## config.mk

```make
export PLATFORM = sky130hd
export DESIGN_NAME = chg_mode_ctrl
export DESIGN_NICKNAME = d
export VERILOG_FILES = /design/src/rtl/chg_pkg.sv /design/src/rtl/chg_presence.sv /design/src/rtl/chg_seq_fsm.sv /design/src/rtl/chg_eoc_flag.sv /design/src/rtl/chg_mode_ctrl.sv
export SDC_FILE = /design/constraint.sdc
export NUM_CORES = 1
export LEC_CHECK = 0
export ABC_AREA = 1
export CAP_MARGIN = 20
export CORE_AREA = 2 2 39 41
export DETAILED_ROUTE_END_ITERATION = 7
export DIE_AREA = 0 0 41 43
export DONT_BUFFER_PORTS = 1
export PLACE_DENSITY = 0.39
export SLEW_MARGIN = 40
export SYNTH_ARGS = -nofsm -noshare
export SYNTH_HDL_FRONTEND = slang
export SYNTH_SLANG_ARGS = --single-unit
```

## constraint.sdc

```tcl
create_clock -name clk_i -period 1 [get_ports clk_i]
set_input_delay 0.15 -clock clk_i [delete_from_list [all_inputs] [get_ports clk_i]]
set_output_delay 0.15 -clock clk_i [all_outputs]
set_load 0.005 [all_outputs]
```

## src/rtl/chg_pkg.sv

```systemverilog
package chg_pkg;
  typedef enum logic [2:0] {
    ST_IDLE    = 3'd0,
    ST_TRICKLE = 3'd1,
    ST_CC      = 3'd2,
    ST_CV      = 3'd3,
    ST_EXT     = 3'd4
  } chg_state_e;
endpackage

```

## src/rtl/chg_presence.sv

```systemverilog
module chg_presence (
  input  logic clk_i,
  input  logic rst_ni,
  input  logic adp_hi_i,
  input  logic adp_lo_i,
  input  logic bat_uvlo_ok_i,
  output logic present_o,
  output logic chg_det_o
);
  logic present_q;

  // hysteresis: wide margin sets, narrow margin holds
  always_ff @(posedge clk_i or negedge rst_ni) begin
    if (!rst_ni)        present_q <= 1'b0;
    else if (present_q) present_q <= adp_lo_i;
    else                present_q <= adp_hi_i;
  end

  assign present_o = present_q;
  assign chg_det_o = present_q & bat_uvlo_ok_i;

  p_hold_drop_r1: assert property (@(posedge clk_i) disable iff (!rst_ni)
    present_q && !adp_lo_i |=> !present_q);
  p_no_set_r1: assert property (@(posedge clk_i) disable iff (!rst_ni)
    !present_q && !adp_hi_i |=> !present_q);
endmodule

```

## src/rtl/chg_seq_fsm.sv

```systemverilog
module chg_seq_fsm
  import chg_pkg::*;
(
  input  logic       clk_i,
  input  logic       rst_ni,
  input  logic       present_i,
  input  logic       bat_uvlo_ok_i,
  input  logic       bat_ge_cv_i,
  input  logic       bat_over_i,
  input  logic       chgen_i,
  input  logic       gatein_i,
  output chg_state_e state_o,
  output logic       ilim_full_o,
  output logic       cv_mode_o,
  output logic       gate_off_o
);
  chg_state_e st_q, st_d;

  always_comb begin
    if (!present_i)                           st_d = ST_IDLE;
    else if (chgen_i)                         st_d = ST_EXT;
    else if (!bat_uvlo_ok_i)                  st_d = ST_TRICKLE;
    else if (bat_ge_cv_i || st_q == ST_CV)    st_d = ST_CV;
    else                                      st_d = ST_CC;
  end

  always_ff @(posedge clk_i or negedge rst_ni) begin
    if (!rst_ni) st_q <= ST_IDLE;
    else         st_q <= st_d;
  end

  always_comb begin
    ilim_full_o = 1'b0;
    cv_mode_o   = 1'b0;
    gate_off_o  = 1'b0;
    unique case (st_q)
      ST_IDLE:    gate_off_o = 1'b1;
      ST_TRICKLE: ;
      ST_CC:      ilim_full_o = 1'b1;
      ST_CV: begin
        ilim_full_o = 1'b1;
        cv_mode_o   = 1'b1;
      end
      ST_EXT: begin
        ilim_full_o = 1'b1;
        gate_off_o  = gatein_i | bat_over_i;  // over-voltage cut is unconditional
      end
      default:    gate_off_o = 1'b1;
    endcase
  end

  assign state_o = st_q;

  p_trickle_r3: assert property (@(posedge clk_i) disable iff (!rst_ni)
    present_i && !chgen_i && !bat_uvlo_ok_i |=> !ilim_full_o && !gate_off_o);
  p_cv_sticky_r5: assert property (@(posedge clk_i) disable iff (!rst_ni)
    cv_mode_o && present_i && !chgen_i |=> cv_mode_o);
  p_over_cut_r9: assert property (@(posedge clk_i) disable iff (!rst_ni)
    st_q == ST_EXT && bat_over_i |-> gate_off_o);
  p_idle_r10: assert property (@(posedge clk_i) disable iff (!rst_ni)
    !present_i |=> gate_off_o && !ilim_full_o && !cv_mode_o);
endmodule

```

## src/rtl/chg_eoc_flag.sv

```systemverilog
module chg_eoc_flag
  import chg_pkg::*;
(
  input  logic       clk_i,
  input  logic       rst_ni,
  input  logic       present_i,
  input  chg_state_e state_i,
  input  logic       bat_ge_eoc_i,
  input  logic       sense_hi_i,
  output logic       eoc_o
);
  logic eoc_q;
  logic hw_full;

  assign hw_full = (state_i == ST_CC) || (state_i == ST_CV);

  always_ff @(posedge clk_i or negedge rst_ni) begin
    if (!rst_ni)                             eoc_q <= 1'b0;
    else if (!present_i || !bat_ge_eoc_i)    eoc_q <= 1'b0;
    else if (hw_full && !sense_hi_i)         eoc_q <= 1'b1;
  end

  assign eoc_o = eoc_q;

  p_eoc_clear_r7: assert property (@(posedge clk_i) disable iff (!rst_ni)
    eoc_q && !bat_ge_eoc_i |=> !eoc_q);
  p_eoc_set_r6: assert property (@(posedge clk_i) disable iff (!rst_ni)
    present_i && hw_full && bat_ge_eoc_i && !sense_hi_i |=> eoc_q);
endmodule

```

## src/rtl/chg_mode_ctrl.sv

```systemverilog
module chg_mode_ctrl
  import chg_pkg::*;
(
  input  logic clk_i,
  input  logic rst_ni,
  input  logic adp_hi_i,
  input  logic adp_lo_i,
  input  logic bat_uvlo_ok_i,
  input  logic bat_ge_cv_i,
  input  logic bat_ge_eoc_i,
  input  logic bat_over_i,
  input  logic sense_hi_i,
  input  logic chgen_i,
  input  logic gatein_i,
  output logic chg_det_o,
  output logic ilim_full_o,
  output logic cv_mode_o,
  output logic gate_off_o,
  output logic eoc_o
);
  logic       present;
  chg_state_e state;

  chg_presence i_presence (
    .clk_i         (clk_i),
    .rst_ni        (rst_ni),
    .adp_hi_i      (adp_hi_i),
    .adp_lo_i      (adp_lo_i),
    .bat_uvlo_ok_i (bat_uvlo_ok_i),
    .present_o     (present),
    .chg_det_o     (chg_det_o)
  );

  chg_seq_fsm i_fsm (
    .clk_i         (clk_i),
    .rst_ni        (rst_ni),
    .present_i     (present),
    .bat_uvlo_ok_i (bat_uvlo_ok_i),
    .bat_ge_cv_i   (bat_ge_cv_i),
    .bat_over_i    (bat_over_i),
    .chgen_i       (chgen_i),
    .gatein_i      (gatein_i),
    .state_o       (state),
    .ilim_full_o   (ilim_full_o),
    .cv_mode_o     (cv_mode_o),
    .gate_off_o    (gate_off_o)
  );

  chg_eoc_flag i_eoc (
    .clk_i        (clk_i),
    .rst_ni       (rst_ni),
    .present_i    (present),
    .state_i      (state),
    .bat_ge_eoc_i (bat_ge_eoc_i),
    .sense_hi_i   (sense_hi_i),
    .eoc_o        (eoc_o)
  );

  p_det_gated_r2: assert property (@(posedge clk_i) disable iff (!rst_ni)
    !bat_uvlo_ok_i |-> !chg_det_o);
  p_ext_follow_r8: assert property (@(posedge clk_i) disable iff (!rst_ni)
    $past(present && chgen_i) && present && chgen_i && !bat_over_i |-> gate_off_o == gatein_i);
endmodule

```

==> results.tsv <==
stage	metric	value	unit
detailed_routing	number of DRC markers in iteration 0	5	
detailed_routing	DRT Wirelength	490	um
cts	Num CTS Buffers	3	
cts	CTS tree	yes	
final_layout	Area growth syn-to-layout	32.0	%
hold_path	Min-Delay Path Class	in -> reg	
sta	final worst setup slack	-0.0678	ns
cts	TritonCTS Sinks	5	
yosys	flops & latches, synth	5	
outcome	failing checks	setup timing	
grt	total track usage	6.78	%
grt	first-pass GRT wire length	731	um
sta	worst-margin pin slew	0.227	ns
place	GP Congestion	0.621	
yosys	Synth cell types	10	
final_layout	share of post-route cells with drive strength above 1	31.0	%
critical_path	reg-to-reg endpoint	i_fsm.state_o[0]	
power_and_ir_drop	worst vdd ir	436	uV
final_layout	commonest non-fill, non-tap cell in the layout	nand2_1	
final_layout	post-route cell area	335	um^2
final_layout	fin cells	58	
sta	RSZ-0062 raised after global routing	yes	
floorplan	DIE AREA	1760	um^2
yosys	top area cells in the synthesized netlist	dfrtp_1 49%, nand2_1 18%, inv_1 12%	
job	MaxCap Viol Count	0	
yosys	area leader, netlist	dfrtp_1	
hold_path	HP Start	chgen_i	
floorplan	io pins	16	
place	post-placement cell count	52	
place	port buffer count	0	
detailed_routing	wire per inst	8.45	um
power_and_ir_drop	power per cell area	1640	nW/um^2
critical_path	Startpoint Class	flip-flop	
place	HPWL after detailed placement	409	um
floorplan	core area	1380	um^2
power_and_ir_drop	Pleak	0.181	nW
yosys	Yosys top cell area share	49.3	%
final_layout	diodes inserted	0	
final_layout	most frequent cells in the layout	12 x nand2_1, 6 x inv_1, 3 x inv_2, 3 x clkbuf_4, 3 x dfrtp_1	
detailed_routing	First-pass DRT Iterations	3	
grt	vias in the first global route	198	
detailed_routing	number of routed nets with antenna violations	0	
sta	Fmax	936	MHz
detailed_routing	via count	232	
grt	gr ovfl total	0	
place	pre-CTS WS	0.131	ns
sta	Slew headroom	84.8	%
yosys	Syn Area/Cell	7.06	um^2
yosys	Post-Syn Instances	36	
critical_path	worst path required time	0.85	ns
floorplan	Die Wd	41	um
sta	Worst Clk Skew	0.00229	ns
floorplan	die height	43	um
floorplan	Initial Util	18.4	%
grt	largest net degree at the start of global routing	6	
sta	count of final hold-check violations	0	
final_layout	FILL cells	159	
place	area post-placement	274	um^2
yosys	syn nets	47	
cts	Skew-Pair Late Insertion Delay	0.24	ns
critical_path	worst r2r src	i_presence.present_o	
critical_path	critical path fanouts, max	5	
critical_path	crit end category	output pin	
hold_path	hold depth	2	
sta	number of setup violations in the final report	3	
sta	post-layout minimum cycle time	1.07	ns
critical_path	R2R setup slack	0.17	ns
yosys	Synth Warn #	0	
sta	Hold WS	0.0105	ns
cts	Reg clk slew, reported paths	0.04	ns
floorplan	# rows	14	
critical_path	critical path class	reg -> out	
detailed_routing	vias per cell	4.00	
outcome	status	finished, violations left	
yosys	mapped cell area	254	um^2
cts	H-tree levels	1	
critical_path	crit path DAT	0.92	ns
yosys	Seq/Total Area, Yosys	49.3	%
cts	clk root buf	clkbuf_4	
hold_path	Hold EP	i_fsm.state_o[2]	
critical_path	Reg2Reg Depth	3	
sta	period utilisation layout	107	%
sta	max-slew violations	0	
detailed_routing	# DRC	0	
final_layout	Total Nets Final	54	
grt	initial antenna violation count	0	
cts	clk buf depth	2	
==> registers in the layout, indices dropped and copies added, names as in the netlist <==
register,count
i_eoc.eoc_o,1
i_presence.present_o,1
i_fsm.state_o,3
==> metrics by stage <==
step | total power [W] | setup TNS, ns | utilization [%]
final | 0.000550 | -0.148 | 24.2
after global routing | 0.000599 | -0.349 | 24.2
after CTS | 0.000561 | -0.209 | 23.5
after detailed placement | 0.000297 | 0 | 19.8
after global placement | 0.000298 | 0 | 19.8
after floorplan | 0.000285 | 0 | -
==> worst max-delay path: stages (launching register included) <==
cell	delay [ns]
dfrtp_2	0.44
o21ai_1	0.15
nand2_1	0.09
==> cell usage after synthesis, drive strengths merged <==
cell type,number
o21ai,1
or2,1
nand3,2
inv,9
nand2,12
dfrtp,5
nor2,4
a21oi,2
==> where the power goes <==
| part | internal (W) | leakage (nW) | switching, W | total, W |
|---|---|---|---|---|
| Clock | 0.000151 | 0.0150 | 0.0000819 | 0.000233 |
| Combinational | 0.0000328 | 0.103 | 0.0000421 | 0.0000749 |
| Sequential | 0.000221 | 0.0631 | 0.0000214 | 0.000243 |
==> how the worst max path moves through the flow <==
| stage | endpoint | slack (ns) | from | cells after the start |
|---|---|---|---|---|
| floorplan | i_fsm.state_o[0] | 0.20 | i_presence.present_o | 3 |
| global placement | i_fsm.state_o[0] | 0.12 | i_presence.present_o | 3 |
| detailed placement | cv_mode_o | 0.13 | i_fsm.state_o[2] | 3 |
| CTS | gate_off_o | -0.08 | i_fsm.state_o[1] | 3 |
| global route | gate_off_o | -0.15 | i_fsm.state_o[1] | 2 |
| finish | gate_off_o | -0.07 | i_fsm.state_o[1] | 2 |
==> cell families after synthesis <==
kind of cell,Yosys count,synth area share (%)
AOI/OAI and AO/OA,3,7.39
DFF,5,49.3
buffers and inverters,9,13.3
and+or+nand+nor,19,30.0
==> timing repair <==
item / in CTS / in global routing
hold buffers: 1 / 0
endpoints found under the hold margin: 5 / 0
buffers inserted: 1 / 0
gates resized for setup: 5 / 4
setup endpoints to repair: 3 / 4
pin swaps: 3 / 2
==> final cells by class <==
type	instances	area, um^2	area share [%]
clock buffers	4	26.3	7.84
repair buffers	2	17.5	5.22
well taps	16	20.0	5.97
flip-flops and latches	5	128	38.1
inverters	9	33.8	10.1
multi-input cells	22	110	32.8
==> metal layers <==
metal | up-vias | share of wire, % | track usage, %
met4 | 0 | 3.1 | 8.00
met5 | - | 0 | 0
met2 | 14 | 41 | 7.19
met1 | 96 | 42 | 8.58
li1 | 120 | - | -
met3 | 2 | 14 | 3.14
No activity file was read; power rests on OpenSTA's default activity.
